## config.mk

```make
export PLATFORM = sky130hd
export DESIGN_NAME = tmr_channel
export DESIGN_NICKNAME = d
export VERILOG_FILES = /design/src/rtl/tmr_pkg.sv /design/src/rtl/tmr_ctl.sv /design/src/rtl/tmr_elapsed.sv /design/src/rtl/tmr_phase.sv /design/src/rtl/tmr_outsel.sv /design/src/rtl/tmr_channel.sv
export SDC_FILE = /design/constraint.sdc
export NUM_CORES = 1
export LEC_CHECK = 0
export ABC_AREA = 1
export BUFFER_PORTS_ARGS = -buffer_cell sky130_fd_sc_hd__buf_2
export CAP_MARGIN = 10
export CORE_UTILIZATION = 40
export CTS_BUF_LIST = sky130_fd_sc_hd__clkbuf_8 sky130_fd_sc_hd__clkbuf_16
export DETAILED_ROUTE_END_ITERATION = 7
export HOLD_SLACK_MARGIN = 0.12
export SLEW_MARGIN = 20
export SYNTH_ARGS = -nofsm -noshare
export SYNTH_HDL_FRONTEND = slang
export SYNTH_SLANG_ARGS = --single-unit
```

## constraint.sdc

```tcl
create_clock -name clk -period 8 [get_ports clk]
set_input_delay 0 -clock clk [delete_from_list [all_inputs] [get_ports clk]]
set_output_delay 0 -clock clk [all_outputs]
set_load 0.01 [all_outputs]
```

## src/rtl/tmr_pkg.sv

```systemverilog
package tmr_pkg;

  typedef enum logic [2:0] {
    MD_TERM    = 3'd0,
    MD_ONESHOT = 3'd1,
    MD_RATE    = 3'd2,
    MD_SQUARE  = 3'd3,
    MD_SWSTB   = 3'd4,
    MD_HWSTB   = 3'd5
  } tmr_mode_e;

  // 6 and 7 collapse onto the periodic modes 2 and 3
  function automatic tmr_mode_e fold_mode(input logic [2:0] raw);
    if (raw[2] && raw[1]) return tmr_mode_e'({1'b0, raw[1:0]});
    return tmr_mode_e'(raw);
  endfunction

  // modes whose gate edge restarts the count instead of pausing it
  function automatic logic gate_retrigs(input tmr_mode_e m);
    return !(m == MD_TERM || m == MD_SWSTB);
  endfunction

endpackage

```

## src/rtl/tmr_ctl.sv

```systemverilog
module tmr_ctl
  import tmr_pkg::*;
#(
  parameter int CW = 16
) (
  input  logic          clk,
  input  logic          rst,
  input  logic          tick_en,
  input  logic          gate_in,
  input  logic          load_stb,
  input  logic [2:0]    load_mode,
  input  logic          load_bcd,
  input  logic [CW-1:0] load_count,
  output tmr_mode_e     mode_q,
  output tmr_mode_e     mode_d,
  output logic          valid_q,
  output logic          valid_d,
  output logic          bcd_q,
  output logic [CW:0]   n_d,
  output logic          start,
  output logic          adv
);

  logic [CW:0] n_q;
  logic [CW:0] full_n;
  logic        gate_q;
  logic        gate_rise;

  assign gate_rise = gate_in & ~gate_q;
  assign full_n    = (load_count == '0) ? {1'b1, {CW{1'b0}}} : {1'b0, load_count};

  always_comb begin
    mode_d  = mode_q;
    valid_d = valid_q;
    n_d     = n_q;
    start   = 1'b0;
    adv     = 1'b0;
    if (load_stb) begin
      mode_d  = fold_mode(load_mode);
      valid_d = 1'b1;
      n_d     = full_n;
      start   = 1'b1;
    end else if (valid_q) begin
      start = gate_retrigs(mode_q) && gate_rise;
      adv   = tick_en && !start && (gate_retrigs(mode_q) || gate_in);
    end
  end

  always_ff @(posedge clk) begin
    if (rst) begin
      mode_q  <= MD_TERM;
      valid_q <= 1'b0;
      n_q     <= '0;
      gate_q  <= 1'b0;
      bcd_q   <= 1'b0;
    end else begin
      mode_q  <= mode_d;
      valid_q <= valid_d;
      n_q     <= n_d;
      gate_q  <= gate_in;
      if (load_stb) bcd_q <= load_bcd;
    end
  end

endmodule

```

## src/rtl/tmr_elapsed.sv

```systemverilog
module tmr_elapsed #(
  parameter int CW = 16
) (
  input  logic          clk,
  input  logic          rst,
  input  logic          start,
  input  logic          adv,
  input  logic [CW:0]   n_d,
  output logic [CW:0]   el_d,
  output logic [CW-1:0] dn_d
);

  localparam int NW = CW + 1;
  localparam logic [NW-1:0] EL_ONE = NW'(1);
  localparam logic [CW-1:0] DN_ONE = CW'(1);

  logic [NW-1:0] el_q;
  logic [CW-1:0] dn_q;

  // el saturates one past N, enough to tell E<N, E==N and E>N apart
  always_comb begin
    el_d = el_q;
    dn_d = dn_q;
    if (start) begin
      el_d = '0;
      dn_d = n_d[CW-1:0];
    end else if (adv) begin
      dn_d = dn_q - DN_ONE;
      if (el_q <= n_d) el_d = el_q + EL_ONE;
    end
  end

  always_ff @(posedge clk) begin
    if (rst) begin
      el_q <= '0;
      dn_q <= '0;
    end else begin
      el_q <= el_d;
      dn_q <= dn_d;
    end
  end

endmodule

```

## src/rtl/tmr_phase.sv

```systemverilog
module tmr_phase #(
  parameter int CW = 16
) (
  input  logic        clk,
  input  logic        rst,
  input  logic        start,
  input  logic        adv,
  input  logic [CW:0] n_d,
  output logic [CW:0] ph_d,
  output logic [CW:0] ph2_d,
  output logic        run_d
);

  localparam int NW = CW + 1;
  localparam logic [NW-1:0] P_ONE = NW'(1);
  localparam logic [NW:0]   P_TWO = (NW+1)'(2);

  logic [NW-1:0] ph_q, ph2_q;
  logic          run_q;
  logic [NW-1:0] ph_inc;
  logic [NW:0]   s2, n_ext;

  assign ph_inc = ph_q + P_ONE;
  assign s2     = {1'b0, ph2_q} + P_TWO;
  assign n_ext  = {1'b0, n_d};

  // ph tracks E mod N, ph2 tracks 2E mod N
  always_comb begin
    ph_d  = ph_q;
    ph2_d = ph2_q;
    run_d = run_q;
    if (start) begin
      ph_d  = '0;
      ph2_d = '0;
      run_d = 1'b0;
    end else if (adv) begin
      run_d = 1'b1;
      ph_d  = (ph_inc == n_d) ? '0 : ph_inc;
      if (n_d == P_ONE)      ph2_d = '0;
      else if (s2 >= n_ext)  ph2_d = NW'(s2 - n_ext);
      else                   ph2_d = NW'(s2);
    end
  end

  always_ff @(posedge clk) begin
    if (rst) begin
      ph_q  <= '0;
      ph2_q <= '0;
      run_q <= 1'b0;
    end else begin
      ph_q  <= ph_d;
      ph2_q <= ph2_d;
      run_q <= run_d;
    end
  end

endmodule

```

## src/rtl/tmr_outsel.sv

```systemverilog
module tmr_outsel
  import tmr_pkg::*;
#(
  parameter int CW = 16
) (
  input  logic          clk,
  input  logic          rst,
  input  tmr_mode_e     mode_d,
  input  logic          valid_d,
  input  logic [CW:0]   n_d,
  input  logic [CW:0]   el_d,
  input  logic [CW-1:0] dn_d,
  input  logic [CW:0]   ph_d,
  input  logic [CW:0]   ph2_d,
  input  logic          run_d,
  output logic          out_wave,
  output logic [CW-1:0] count_val
);

  localparam int NW = CW + 1;
  localparam logic [NW:0] H_ONE = (NW+1)'(1);

  logic [NW:0]   half;
  logic          w_nx;
  logic [CW-1:0] c_nx;

  assign half = ({1'b0, n_d} + H_ONE) >> 1;

  always_comb begin
    unique case (mode_d)
      MD_TERM:    begin w_nx = (el_d >= n_d);              c_nx = dn_d; end
      MD_ONESHOT: begin w_nx = (el_d <  n_d);              c_nx = dn_d; end
      MD_RATE:    begin w_nx = (ph_d == '0) && run_d;      c_nx = CW'(n_d - ph_d); end
      MD_SQUARE:  begin w_nx = ({1'b0, ph_d} < half);      c_nx = CW'(n_d - ph2_d); end
      default:    begin w_nx = (el_d == n_d);              c_nx = dn_d; end
    endcase
    if (!valid_d) begin
      w_nx = 1'b0;
      c_nx = '0;
    end
  end

  always_ff @(posedge clk) begin
    if (rst) begin
      out_wave  <= 1'b0;
      count_val <= '0;
    end else begin
      out_wave  <= w_nx;
      count_val <= c_nx;
    end
  end

endmodule

```

## src/rtl/tmr_channel.sv

```systemverilog
module tmr_channel
  import tmr_pkg::*;
#(
  parameter int CW = 16
) (
  input  logic          clk,
  input  logic          rst,
  input  logic          tick_en,
  input  logic          gate_in,
  input  logic          load_stb,
  input  logic [2:0]    load_mode,
  input  logic          load_bcd,
  input  logic [CW-1:0] load_count,
  output logic          out_wave,
  output logic [CW-1:0] count_val,
  output logic [2:0]    cfg_mode,
  output logic          cfg_bcd,
  output logic          mode_valid
);

  tmr_mode_e     mode_q, mode_d;
  logic          valid_q, valid_d, bcd_q;
  logic [CW:0]   n_d, el_d, ph_d, ph2_d;
  logic [CW-1:0] dn_d;
  logic          start, adv, run_d;

  tmr_ctl #(.CW(CW)) u_ctl (
    .clk(clk), .rst(rst), .tick_en(tick_en), .gate_in(gate_in),
    .load_stb(load_stb), .load_mode(load_mode), .load_bcd(load_bcd),
    .load_count(load_count), .mode_q(mode_q), .mode_d(mode_d),
    .valid_q(valid_q), .valid_d(valid_d), .bcd_q(bcd_q), .n_d(n_d),
    .start(start), .adv(adv)
  );

  tmr_elapsed #(.CW(CW)) u_el (
    .clk(clk), .rst(rst), .start(start), .adv(adv), .n_d(n_d),
    .el_d(el_d), .dn_d(dn_d)
  );

  tmr_phase #(.CW(CW)) u_ph (
    .clk(clk), .rst(rst), .start(start), .adv(adv), .n_d(n_d),
    .ph_d(ph_d), .ph2_d(ph2_d), .run_d(run_d)
  );

  tmr_outsel #(.CW(CW)) u_out (
    .clk(clk), .rst(rst), .mode_d(mode_d), .valid_d(valid_d), .n_d(n_d),
    .el_d(el_d), .dn_d(dn_d), .ph_d(ph_d), .ph2_d(ph2_d), .run_d(run_d),
    .out_wave(out_wave), .count_val(count_val)
  );

  assign cfg_mode   = mode_q;
  assign cfg_bcd    = bcd_q;
  assign mode_valid = valid_q;

endmodule

```

==> metrics.txt <==
drt wl/cell 17.1 um; fin crit share ~75%; clock transition at the registers of the reported paths around 0.070 ns; unrepaired setup endpoints after global routing no; hold depth 2; status completed; Mapped Nets between 1500 and 2000; net switching power between 500 and 600 uW; # clock sinks roughly 110; DRT Wirelength ~33000 um; Pleak 5.12 nW; first-pass GRT wire length 51000 um; routability cong. approximately 0.97; Skew-Pair Late Insertion Delay roughly 0.37 ns; register area share after synthesis 22.6%; PortBufs 46; ranking of synthesized cells by area dfxtp_1, nand2_1, ha_1, nor2_1, inv_1; power per cell area ~140 mW/mm^2; die area 0.0245 sq mm; most frequent cells after synthesis nand2_1, nor2_1, inv_1, dfxtp_1, a21oi_1; Initial DRT Pass Iterations 6; Comb pwr share 30.5%; # rows between 50 and 60; Final Power approximately 1.5 mW; total CTS buffers 9; Highest Clock Rate 0.167 GHz; reg-to-reg startpoint u_ph.ph2_q[1]$_SDFF_PP0_; Post-Syn Area between 0.009 and 0.01 sq mm; Synth top area share between 20 and 25%; Filler Cell Count between 2000 and 3000; worst hold endpoint u_el.dn_q[5]$_SDFF_PP0_; Starting Density about 41%; fin crit period 5.98 ns; Setup CP Type flip-flop to flip-flop; synth unique cells 54; Sum Neg Setup Slack 0 ns; core area between 0.02 and 0.025 sq mm; Post CTS Setup Buffer Count 0; die width approximately 160 um; Crit. End Element flip-flop; Root Buffer clkbuf_16; Net count, final 1688; CTS tree done; DR vias/cell between 5 and 6; Setup Skew between 0.015 and 0.02 ns; critical path peak fanout 29; CP peak stage delay approximately 0.66 ns; number of synthesized flops with an enable pin 0; Worst-Margin Slew 0.912 ns; CP max stage cell nand2_1; Cells after Synth approximately 1500; Final Max Tran Viols 0; Max-Cap Viols 0; drt drc 0; Fin. Hold Viols 0; CP delay by family, top simple AND/OR/NAND/NOR gates; Post-DP Area roughly 0.010 sq mm; Synth warnings 0; cell taking the most area after synthesis dfxtp_1; post-cts sizing count 0; Ant. Diodes 0; Reg power frac a little under two fifths; hold path startpoint rst; top-count cell post-synth nand2_1; area grow syn2layout 9.02%; Vias slightly above 10000; Finished Cell Area 0.0104 sq mm; Yosys reg bits 108; fraction of registers with async set/reset 0%; Worst EP arrival 6.30 ns; R2R depth 39; Chip Height ~160 um; clock power share around 31%; Detail Route Antenna Nets 0; CP Data Required Time around 8.3 ns; flop2flop setup slack between 2 and 2.5 ns; initial antenna violation count 1; H-tree depth 3; worst reg2reg endpoint u_out.count_val[15]$_SDFF_PP0_; Detailed Place HPWL ~25000 um; critical path depth in cells 39; most frequent CP cell nand2_1; number of global-route vias before repair approximately 9300; Sw Share between 30% and 40%; count of final setup violators 0; Top Ports 47; Internal approximately 950 uW; GRT Util Overall between 20% and 30%; share of layout cells above drive strength 1 7.40%; clock tree buffer depth 2; # hold bufs at CTS 4; synthesized area per cell 6.19 sq um; most common flop cell mapped by yosys dfxtp_1; largest net degree at the start of global routing 54; Hold WC Path Type primary input to flip-flop; Max VDD drop around 0.000094 V; initial DRC count 852; CP Launch Type flip-flop; GRT overflow 0; Buf/Inv on CP 4; max_slew headroom 39.1%
==> state kept, by name, summed over array words and instances, names as in the netlist <==
| register | cells |
|---|---|
| u_el.el_q | 17 |
| u_out.count_val | 16 |
| u_ctl.bcd_q | 1 |
| u_out.out_wave | 1 |
| u_el.dn_q | 16 |
| u_ctl.mode_q | 3 |
| u_ctl.gate_q | 1 |
| u_ph.ph_q | 17 |
| u_ctl.n_q | 17 |
| u_ctl.valid_q | 1 |
| u_ph.ph2_q | 17 |
| u_ph.run_q | 1 |
==> cell type report <==
cell class,instances,area [sq um],area share [%]
inverter,210,791,7.59
timing repair buffer,63,368,3.53
multi-input combinational,1184,6410,61.5
clock inverter,7,66.3,0.637
sequential,108,2160,20.8
clock buffer,9,225,2.16
tap,319,399,3.83
==> how the worst max path moves through the flow <==
stage	slack [ns]	to	startpoint
2_1_floorplan	3.08	u_out.count_val[12]$_SDFF_PP0_	u_ph.ph2_q[1]$_SDFF_PP0_
4_1_cts	2.11	u_out.count_val[12]$_SDFF_PP0_	u_ph.ph2_q[1]$_SDFF_PP0_
3_5_place_dp	2.13	u_out.count_val[12]$_SDFF_PP0_	u_ph.ph2_q[1]$_SDFF_PP0_
3_3_place_gp	2.19	u_out.count_val[11]$_SDFF_PP0_	u_ph.ph2_q[1]$_SDFF_PP0_
6_report	2.02	u_out.count_val[15]$_SDFF_PP0_	u_ph.ph2_q[1]$_SDFF_PP0_
5_1_grt	1.16	u_out.count_val[11]$_SDFF_PP0_	u_ph.ph2_q[1]$_SDFF_PP0_
==> power groups by stage <==
stage / clock (mW) / sequential [mW] / combinational [mW]
after global placement: 0 / 0.590 / 0.449
after global routing: 0.499 / 0.581 / 0.510
after floorplan: 0 / 0.593 / 0.310
after CTS: 0.478 / 0.577 / 0.454
final: 0.467 / 0.577 / 0.458
after detailed placement: 0 / 0.590 / 0.450
==> cell families (layout without fill, tap and decap cells) <==
group / after synthesis / count (layout) / synth area share, %
AOI/OAI and AO/OA: 246 / 246 / 14.6
and+or+nand+nor: 788 / 788 / 34.9
adders and majority gates: 87 / 87 / 11.5
xor gates and xnor gates: 63 / 63 / 5.92
DFF: 108 / 108 / 22.6
buffers and inverters: 252 / 289 / 10.4
==> metrics by stage <==
step	std cells	worst slack, ns	utilization (%)	hold slack [ns]
detailed placement	1880	2.13	43.0	0.245
finish	1900	2.02	44.4	0.146
global route	1900	1.16	44.4	0.177
floorplan	1544	3.08	-	0.125
global placement	1880	2.19	43.0	0.226
CTS	1900	2.11	44.4	0.149
==> per-layer routing <==
metal	vias to the layer above	share of wire, %	track usage [%]
met5	-	0.028	0
met4	2	2.7	9.20
met3	56	7.1	5.01
met2	301	44	43.9
met1	4635	46	36.9
li1	5078	-	-
==> cells in the final DEF, fill, tap and decap left out, types with 3 or more instances in the layout <==
cell	instances
nor3_1	24
a21o_1	3
o21bai_1	8
buf_4	13
xor2_1	55
dfxtp_1	108
clkbuf_16	9
dlygate4sd3_1	4
o21a_1	4
o21ai_0	87
ha_1	85
nor4_1	12
nand3_1	84
o21ai_1	10
or2_2	5
inv_2	7
inv_1	204
nand4_1	31
nor2_2	4
xnor2_1	7
nor2_1	217
a211oi_1	3
o21ai_2	3
a21oi_1	91
nand2_1	384
buf_2	46
nand2_2	13
o211ai_1	23
No activity file was read; power rests on OpenSTA's default activity.
